==> src/rtl/chdiv_pkg.sv <==
package chdiv_pkg;
  typedef enum logic [1:0] {
    PH_HOLD  = 2'd0,
    PH_DELAY = 2'd1,
    PH_HIGH  = 2'd2,
    PH_LOW   = 2'd3
  } phase_e;
endpackage

==> src/rtl/chdiv_snap.sv <==
module chdiv_snap #(
  parameter int CNT_W = 4
) (
  input  logic             clk,
  input  logic             rst_n,
  input  logic             load_sync,
  input  logic             load_period,
  input  logic [CNT_W-1:0] cfg_high,
  input  logic [CNT_W-1:0] cfg_low,
  input  logic             cfg_low_lead,
  output logic [CNT_W-1:0] high_q,
  output logic [CNT_W-1:0] low_q,
  output logic             lead_q
);
  logic             cnt_en;
  logic [CNT_W-1:0] high_d;
  logic [CNT_W-1:0] low_d;
  logic             lead_d;

  always_comb begin
    cnt_en = load_sync | load_period;
    high_d = cnt_en ? cfg_high : high_q;
    low_d  = cnt_en ? cfg_low  : low_q;
    lead_d = load_sync ? cfg_low_lead : lead_q;
  end

  always_ff @(posedge clk or negedge rst_n) begin
    if (!rst_n) begin
      high_q <= '0;
      low_q  <= '0;
      lead_q <= 1'b0;
    end else begin
      high_q <= high_d;
      low_q  <= low_d;
      lead_q <= lead_d;
    end
  end
endmodule

==> src/rtl/chdiv_seq.sv <==
module chdiv_seq
  import chdiv_pkg::*;
#(
  parameter int CNT_W = 4
) (
  input  logic             clk,
  input  logic             rst_n,
  input  logic             sync_req,
  input  logic [CNT_W-1:0] cfg_high,
  input  logic [CNT_W-1:0] cfg_low,
  input  logic [CNT_W-1:0] cfg_offset,
  input  logic             cfg_low_lead,
  input  logic [CNT_W-1:0] low_q,
  input  logic             lead_q,
  output logic             load_sync,
  output logic             load_period,
  output logic             div_q
);
  phase_e           phase_q, phase_nx;
  logic [CNT_W-1:0] cnt_q, cnt_nx;

  always_comb begin
    phase_nx    = phase_q;
    cnt_nx      = cnt_q;
    load_sync   = 1'b0;
    load_period = 1'b0;
    if (sync_req) begin
      phase_nx = PH_HOLD;
      cnt_nx   = '0;
    end else begin
      unique case (phase_q)
        PH_HOLD: begin
          load_sync = 1'b1;
          if (cfg_offset != '0) begin
            phase_nx = PH_DELAY;
            cnt_nx   = cfg_offset - 1'b1;
          end else if (cfg_low_lead) begin
            phase_nx = PH_LOW;
            cnt_nx   = cfg_low;
          end else begin
            phase_nx    = PH_HIGH;
            cnt_nx      = cfg_high;
            load_period = 1'b1;
          end
        end
        PH_DELAY: begin
          if (cnt_q != '0) begin
            cnt_nx = cnt_q - 1'b1;
          end else if (lead_q) begin
            phase_nx = PH_LOW;
            cnt_nx   = low_q;
          end else begin
            phase_nx    = PH_HIGH;
            cnt_nx      = cfg_high;
            load_period = 1'b1;
          end
        end
        PH_HIGH: begin
          if (cnt_q != '0) begin
            cnt_nx = cnt_q - 1'b1;
          end else begin
            phase_nx = PH_LOW;
            cnt_nx   = low_q;
          end
        end
        PH_LOW: begin
          if (cnt_q != '0) begin
            cnt_nx = cnt_q - 1'b1;
          end else begin
            phase_nx    = PH_HIGH;
            cnt_nx      = cfg_high;
            load_period = 1'b1;
          end
        end
        default: begin
          phase_nx = PH_HOLD;
          cnt_nx   = '0;
        end
      endcase
    end
  end

  always_ff @(posedge clk or negedge rst_n) begin
    if (!rst_n) begin
      phase_q <= PH_HOLD;
      cnt_q   <= '0;
      div_q   <= 1'b0;
    end else begin
      phase_q <= phase_nx;
      cnt_q   <= cnt_nx;
      div_q   <= (phase_nx == PH_HIGH);
    end
  end


  sync_low_chk: assert property (@(posedge clk) disable iff (!rst_n)
    sync_req |=> !div_q);


  fall_to_low_chk: assert property (@(posedge clk) disable iff (!rst_n)
    (div_q && !sync_req) |=> (div_q || phase_q == PH_LOW));
endmodule

==> src/rtl/chdiv_top.sv <==
module chdiv_top #(
  parameter int CNT_W = 4
) (
  input  logic             clk_in,
  input  logic             rst_n,
  input  logic             sync_req,
  input  logic [CNT_W-1:0] cfg_high,
  input  logic [CNT_W-1:0] cfg_low,
  input  logic [CNT_W-1:0] cfg_offset,
  input  logic             cfg_low_lead,
  input  logic             cfg_bypass,
  output logic             clk_out
);
  localparam int RUN_W = CNT_W + 1;

  logic [1:0]       rst_pipe;
  logic             rst_int_n;
  logic             load_sync, load_period, div_q;
  logic [CNT_W-1:0] high_q, low_q;
  logic             lead_q;

  always_ff @(posedge clk_in or negedge rst_n) begin
    if (!rst_n) rst_pipe <= 2'b00;
    else        rst_pipe <= {rst_pipe[0], 1'b1};
  end
  assign rst_int_n = rst_pipe[1];

  chdiv_snap #(.CNT_W(CNT_W)) snap_i (
    .clk(clk_in), .rst_n(rst_int_n),
    .load_sync(load_sync), .load_period(load_period),
    .cfg_high(cfg_high), .cfg_low(cfg_low), .cfg_low_lead(cfg_low_lead),
    .high_q(high_q), .low_q(low_q), .lead_q(lead_q)
  );

  chdiv_seq #(.CNT_W(CNT_W)) seq_i (
    .clk(clk_in), .rst_n(rst_int_n), .sync_req(sync_req),
    .cfg_high(cfg_high), .cfg_low(cfg_low), .cfg_offset(cfg_offset),
    .cfg_low_lead(cfg_low_lead), .low_q(low_q), .lead_q(lead_q),
    .load_sync(load_sync), .load_period(load_period), .div_q(div_q)
  );

  assign clk_out = cfg_bypass ? clk_in : div_q;

  // Run-length counters that exist only to support the checks below
  logic [RUN_W-1:0] hi_run, lo_run;
  logic             run_ok;

  always_ff @(posedge clk_in or negedge rst_int_n) begin
    if (!rst_int_n) begin
      hi_run <= '0;
      lo_run <= '0;
      run_ok <= 1'b0;
    end else begin
      hi_run <= div_q ? hi_run + 1'b1 : '0;
      lo_run <= div_q ? '0 : lo_run + 1'b1;
      run_ok <= sync_req ? 1'b0 : (run_ok | div_q);
    end
  end


  high_len_chk: assert property (@(posedge clk_in) disable iff (!rst_int_n)
    ($fell(div_q) && !$past(sync_req)) |-> (hi_run == {1'b0, high_q} + 1'b1));


  low_len_chk: assert property (@(posedge clk_in) disable iff (!rst_int_n)
    ($rose(div_q) && run_ok) |-> (lo_run == {1'b0, $past(low_q)} + 1'b1));
endmodule

==> config.mk <==
export PLATFORM = sky130hd
export DESIGN_NAME = chdiv_top
export DESIGN_NICKNAME = d
export VERILOG_FILES = /design/src/rtl/chdiv_pkg.sv /design/src/rtl/chdiv_snap.sv /design/src/rtl/chdiv_seq.sv /design/src/rtl/chdiv_top.sv
export SDC_FILE = /design/constraint.sdc
export NUM_CORES = 1
export LEC_CHECK = 0
export ABC_AREA = 1
export BUFFER_PORTS_ARGS = -buffer_cell sky130_fd_sc_hd__buf_4
export CORE_UTILIZATION = 49
export CTS_BUF_LIST = sky130_fd_sc_hd__clkbuf_2
export CTS_CLUSTER_SIZE = 40
export DETAILED_ROUTE_END_ITERATION = 8
export PLACE_DENSITY = 0.7
export RECOVER_POWER = 50
export SLEW_MARGIN = 40
export SYNTH_ARGS = -nofsm -noshare
export SYNTH_HDL_FRONTEND = slang
export SYNTH_HIERARCHICAL = 1
export SYNTH_SLANG_ARGS = --single-unit
==> constraint.sdc <==
create_clock -name clk_in -period 1.55 [get_ports clk_in]
set_input_delay 0.31 -clock clk_in [delete_from_list [all_inputs] [get_ports clk_in]]
set_output_delay 0.31 -clock clk_in [all_outputs]
set_load 0.05 [all_outputs]
==> impl_metrics.tcl, run 1 <==
set metrics [dict create \
    vias_per_cell 4.90 \
    wp_data_arrival_ns 1.19 \
    fin_area_mm2 0.00131 \
    crit_end "clk_out" \
    critical_path.reg2reg.endpoint "snap_i/low_q[2]" \
    power_frac_seq_pct 27.5 \
    gp_congestion 0.855 \
    post_dp_cell_area_mm2 0.00124 \
    timing.reg2reg.setup_slack_ns 0.12 \
    grt_antenna_before_repair 0 \
    maxCapViolCount 0 \
    unrepaired_setup_endpoints_after_global_routing "no" \
    worstPathMaxFanout 2 \
    power.share.switching_pct 48.7 \
    synth_warnings 6 \
    wire_length_of_the_first_global_routing_pass_mm 3.82 \
    synth_area_per_cell_um2 6.96 \
    clock_latency_ns 0.39 \
    cts_tree "yes" \
    worstSetupStartpointType "clock port" \
    power.internal_mw 1.20 \
    routed-wl-met3_um 136 \
    worst-r2r-cell-count 9 \
    power_per_cell_area_mw_per_mm2 1780 \
    total_count_of_max_transition_violations_in_the_final_report 0 \
    critPathCaptureType "output port" \
    drt_wl_total_mm 2.46 \
    grtUsageTotal_pct 25.8 \
    routedLengthMet1_mm 1.10 \
    finalSetupViolations 0 \
    grt_start_max_net_pins 13 \
    fp.dieW_um 47.5 \
    post_synth_net_total 166 \
    synth.cell_area_mm2 0.00102 \
    timing.final.ws_setup_ns 0.0474 \
    io-pin-count 18 \
    final_antenna_net_count 0 \
    detailroute.wirelength.met2_mm 1.16 \
    die-area_mm2 0.00226 \
    antennaDiodeCount 0 \
    pre_cts_slack_ns -0.0241 \
    clk_transition_reported_paths_ns 0.13 \
    area_growth_pct 28.8 \
    crit_type "clk2out" \
    die_height_um 47.5 \
    overflow 0 \
    peakVddDrop_mv 1.16 \
    netSwitchingPower_mw 1.14 \
    finished_core_util_pct 66.7 \
    maxSlewHeadroom_pct 66.2 \
    design.core.area_mm2 0.00196 \
    std_cell_rows 16 \
    fraction_of_final_layout_cells_sized_beyond_drive_strength_1_pct 30.0 \
    cp_data_required_time_ns 1.24 \
    timing.rr.start "seq_i/cnt_q[0]" \
    clock_power_share_pct 16.0 \
    nNetsFinal 201 \
    leading_cell_types_in_the_layout_fill_and_taps_excluded "nand2_1, buf_4, nand3_1" \
    hold_viol_final 0 \
    floorplan.initialDensity_pct 51.8 \
    power_frac_comb_pct 56.5 \
    topRoutingLayerUsed "met4" \
    hold_class "in2reg" \
    leakage_nw 0.716 \
    status "complete, but fails checks" \
    critPathLaunch "clk_in" \
    dr.pass1.iters 6 \
    worst_clock_skew_ns 0.00766 \
    worst_pin_slew_ns 0.507 \
    place.port_buffers 17 \
    route.detailed.drc 1 \
    layout.cells.most_common "nand2_1" \
    drt-wirelength-per-cell_um 11.9 \
    failed_checks "DRC" \
    synthesis.instances 146 \
    dr_total_vias 1015 \
    dp.final_hpwl_mm 1.89 \
    violation_count_after_the_first_detailed_routing_iteration 31 \
    first_global_vias 954 \
]
-- per-stage QoR --
stage	std cells	hold slack, ns	total power, mW	TNS (ns)
finish	207	0.127	2.33	0
global route	207	0.109	2.54	0
CTS	206	0.111	2.27	0
detailed placement	198	0.0943	2.00	-0.0716
global placement	198	0.0927	1.97	0
floorplan	146	0.0144	1.58	0
-- final cells by class --
| type | instances | area, µm² |
|---|---|---|
| clock inverter | 1 | 3.75 |
| inverter | 19 | 73.8 |
| tap | 27 | 33.8 |
| sequential | 14 | 350 |
| multi-input combinational | 112 | 604 |
| clock buffer | 7 | 41.3 |
| fill | 219 | 653 |
| timing repair buffer | 27 | 201 |
-- routing by layer --
| metal | vias to the layer above | GRT usage, % |
|---|---|---|
| met5 | - | 0 |
| met2 | 32 | 40.0 |
| met3 | 8 | 6.04 |
| li1 | 531 | - |
| met1 | 444 | 31.4 |
| met4 | 0 | 18.9 |
-- how the worst min path moves through the flow --
stage	startpoint	endpoint	slack, ns	depth (start not counted)
2_1_floorplan	rst_n	rst_pipe[0]	0.01	0
3_3_place_gp	rst_n	rst_pipe[1]	0.09	1
3_5_place_dp	rst_n	rst_pipe[1]	0.09	1
4_1_cts	sync_req	seq_i/phase_q[0]	0.11	2
5_1_grt	sync_req	seq_i/phase_q[0]	0.11	2
6_report	sync_req	seq_i/phase_q[0]	0.13	2
-- power by group through the flow --
stage               Sequential, mW  Clock [mW]  Combinational (mW)
floorplan                    0.638      0.0750               0.862
detailed placement           0.650      0.0987                1.25
finish                       0.642       0.373                1.32
global route                 0.663       0.404                1.47
CTS                          0.641       0.363                1.26
global placement             0.646      0.0987                1.22
-- what timing repair did --
action,4_1_cts,5_1_grt
gates resized for setup,1,6
gates cloned,0,0
hold buffers,1,0
setup buffers,0,1
endpoints found under the setup margin,1,5
hold endpoints to repair,2,0
pin swaps,0,1
-- worst max-delay path: stages --
cell      delay (ns)
clkbuf_2        0.08
clkbuf_2        0.09
nand2_2         0.04
nand2_1         0.06
buf_6           0.15
-- state kept, by name, indices dropped and copies added (netlist names) --
register       count
rst_pipe           2
snap_i/lead_q      1
snap_i/low_q       4
seq_i/cnt_q        4
seq_i/phase_q      2
seq_i/div_q        1
No activity file was read; power rests on OpenSTA's default activity.
==> run 2: changes to the inputs <==
--- a/config.mk
+++ b/config.mk
@@ -7,6 +7,7 @@
 export LEC_CHECK = 0
 export ABC_AREA = 1
 export BUFFER_PORTS_ARGS = -buffer_cell sky130_fd_sc_hd__buf_4
+export CORE_ASPECT_RATIO = 1.25
 export CORE_UTILIZATION = 49
 export CTS_BUF_LIST = sky130_fd_sc_hd__clkbuf_2
 export CTS_CLUSTER_SIZE = 40
==> run 2 against run 1 <==
The flow now finishes without violations. Sequential power about the same. Combinational power about the same. Worst hold slack improved by 0.030 ns. Sequential cell count unchanged. Final cell count decreased by 3.4%. Routed wire length increased by 1.4%. Non-clock buffer count increased by 1. Sequential share of layout area decreased by 0.20 points. Critical path type is now reg2reg. Critical endpoint is now snap_i/low_q[3].
==> impl_metrics.tcl, run 2 (synthesis results as in run 1) <==
set metrics [dict create \
    timing.final.ws_setup_ns 0.0671 \
    leading_cell_types_in_the_layout_fill_and_taps_excluded "nand2_1, buf_4, nand3_1" \
    status "finished clean" \
    final_antenna_net_count 0 \
    finished_core_util_pct 67.3 \
    clk_transition_reported_paths_ns 0.13 \
    place.port_buffers 17 \
    route.detailed.drc 0 \
    violation_count_after_the_first_detailed_routing_iteration 27 \
    dp.final_hpwl_mm 1.91 \
    wire_length_of_the_first_global_routing_pass_mm 4.17 \
    timing.fmax_ghz 0.674 \
    power_per_cell_area_mw_per_mm2 1780 \
    critPathCaptureType "flop" \
    fp.dieW_um 42.7 \
    crit_path_cell_trace "inv_1, ha_4, nand2_2, nor2_4, nand3_2, a21oi_4, nor2_4, nand2_1, nand2_1" \
    design.core.area_mm2 0.00196 \
    pre_cts_slack_ns -0.0364 \
    layout.cells.most_common "nand2_1" \
    first_global_vias 1005 \
    grt_antenna_before_repair 0 \
    post_dp_cell_area_mm2 0.00123 \
    gp_congestion 0.825 \
    drt-wirelength-per-cell_um 12.5 \
    path_delay_family "simple AND/OR/NAND/NOR gates" \
    grtUsageTotal_pct 25.8 \
    largest_stage_delay_on_the_critical_path_ns 0.41 \
    nNetsFinal 201 \
    cts_tree "yes" \
    antennaDiodeCount 0 \
    overall_power_mw 2.35 \
    io-pin-count 18 \
    crit_slowest_cell "dfrtp_1" \
    timing.final.crit_share_pct 95.7 \
    finalSetupViolations 0 \
    fraction_of_final_layout_cells_sized_beyond_drive_strength_1_pct 30.6 \
    total_count_of_max_transition_violations_in_the_final_report 0 \
    vias_per_cell 5.19 \
    reg.largest.list "seq_i/cnt_q (4), snap_i/low_q (4)" \
    cp_data_required_time_ns 1.80 \
    leakage_nw 0.720 \
    die_height_um 52.9 \
    overflow 0 \
    area_growth_pct 29.8 \
    setup_total_negative_slack_ns 0 \
    timing.reg2reg.setup_slack_ns 0.07 \
    wp_data_arrival_ns 1.73 \
    drt_wl_total_mm 2.49 \
    dr_total_vias 1038 \
    worstPathMaxFanout 5 \
    critPathBufInv 1 \
    worstSetupStartpointType "flop" \
    numPlacedInstances 191 \
    stdcell_count 200 \
    dr.pass1.iters 4 \
    crit_type "reg2reg" \
    fin_crit_ns 1.48 \
    hold_ws_ns 0.157 \
    grt_start_max_net_pins 13 \
    floorplan.initialDensity_pct 51.9 \
    std_cell_rows 18 \
    hold_class "in2reg" \
    maxCapViolCount 0 \
    peakVddDrop_mv 0.929 \
    hold_viol_final 0 \
    worst_clock_skew_ns 0.00221 \
    die-area_mm2 0.00226 \
    fin_area_mm2 0.00132 \
    clock_latency_ns 0.35 \
]
==> run 2: cell types whose count changed in the layout (fill, tap and decap cells not counted), sizes merged <==
cell,before,now
clkbuf,7,6
buf,26,27
==> run 2: metal layers <==
layer  GRT usage [%]  share of wire [%]  vias to the layer above
met1            29.4                 42                      472
met3            8.87                4.5                        4
li1                -                  -                      528
met4            13.0                1.2                        0
met2            42.7                 53                       34
met5               0                  0                        -
==> run 2: area by class of cell <==
type,count,area [µm²]
Inverter,19,73.8
Multi-Input combinational cell,112,617
Clock inverter,1,3.75
Fill cell,180,641
Tap cell,20,25.0
Timing Repair Buffer,28,209
Clock buffer,6,40.0
Sequential cell,14,350
==> run 2: path summary, 6_finish.rpt <==
check | cells after the start | end | start
max | 9 | snap_i/low_q[3] | seq_i/cnt_q[0]
min | 2 | seq_i/phase_q[0] | sync_req
max reg2reg | 9 | snap_i/low_q[3] | seq_i/cnt_q[0]
min reg2reg | 0 | seq_i/div_q | rst_pipe[1]
max in group asynchronous | 0 | snap_i/low_q[1] | rst_pipe[1]
min in group asynchronous | 0 | seq_i/div_q | rst_pipe[1]
==> run 2: timing repair <==
action,in CTS,in global routing
resized for setup,1,9
cloned,0,0
hold endpoints to repair,2,0
buffers inserted,0,2
pin swaps,1,4
setup endpoints to repair,4,5
hold buffers,1,0
==> run 2: worst register-to-register path: stages, from the launching register on <==
cell and delay, ns:
dfrtp_1 0.41, inv_1 0.11, ha_4 0.15, nand2_2 0.08, nor2_4 0.10, nand3_2 0.10, a21oi_4 0.23, nor2_4 0.07
nand2_1 0.07, nand2_1 0.07
==> run 2: where the power goes <==
part           internal [mW]  leakage (nW)  switching (mW)  total [mW]
registers              0.510         0.175           0.133       0.643
logic                  0.547         0.507           0.795        1.34
clock network          0.147        0.0375           0.213       0.360
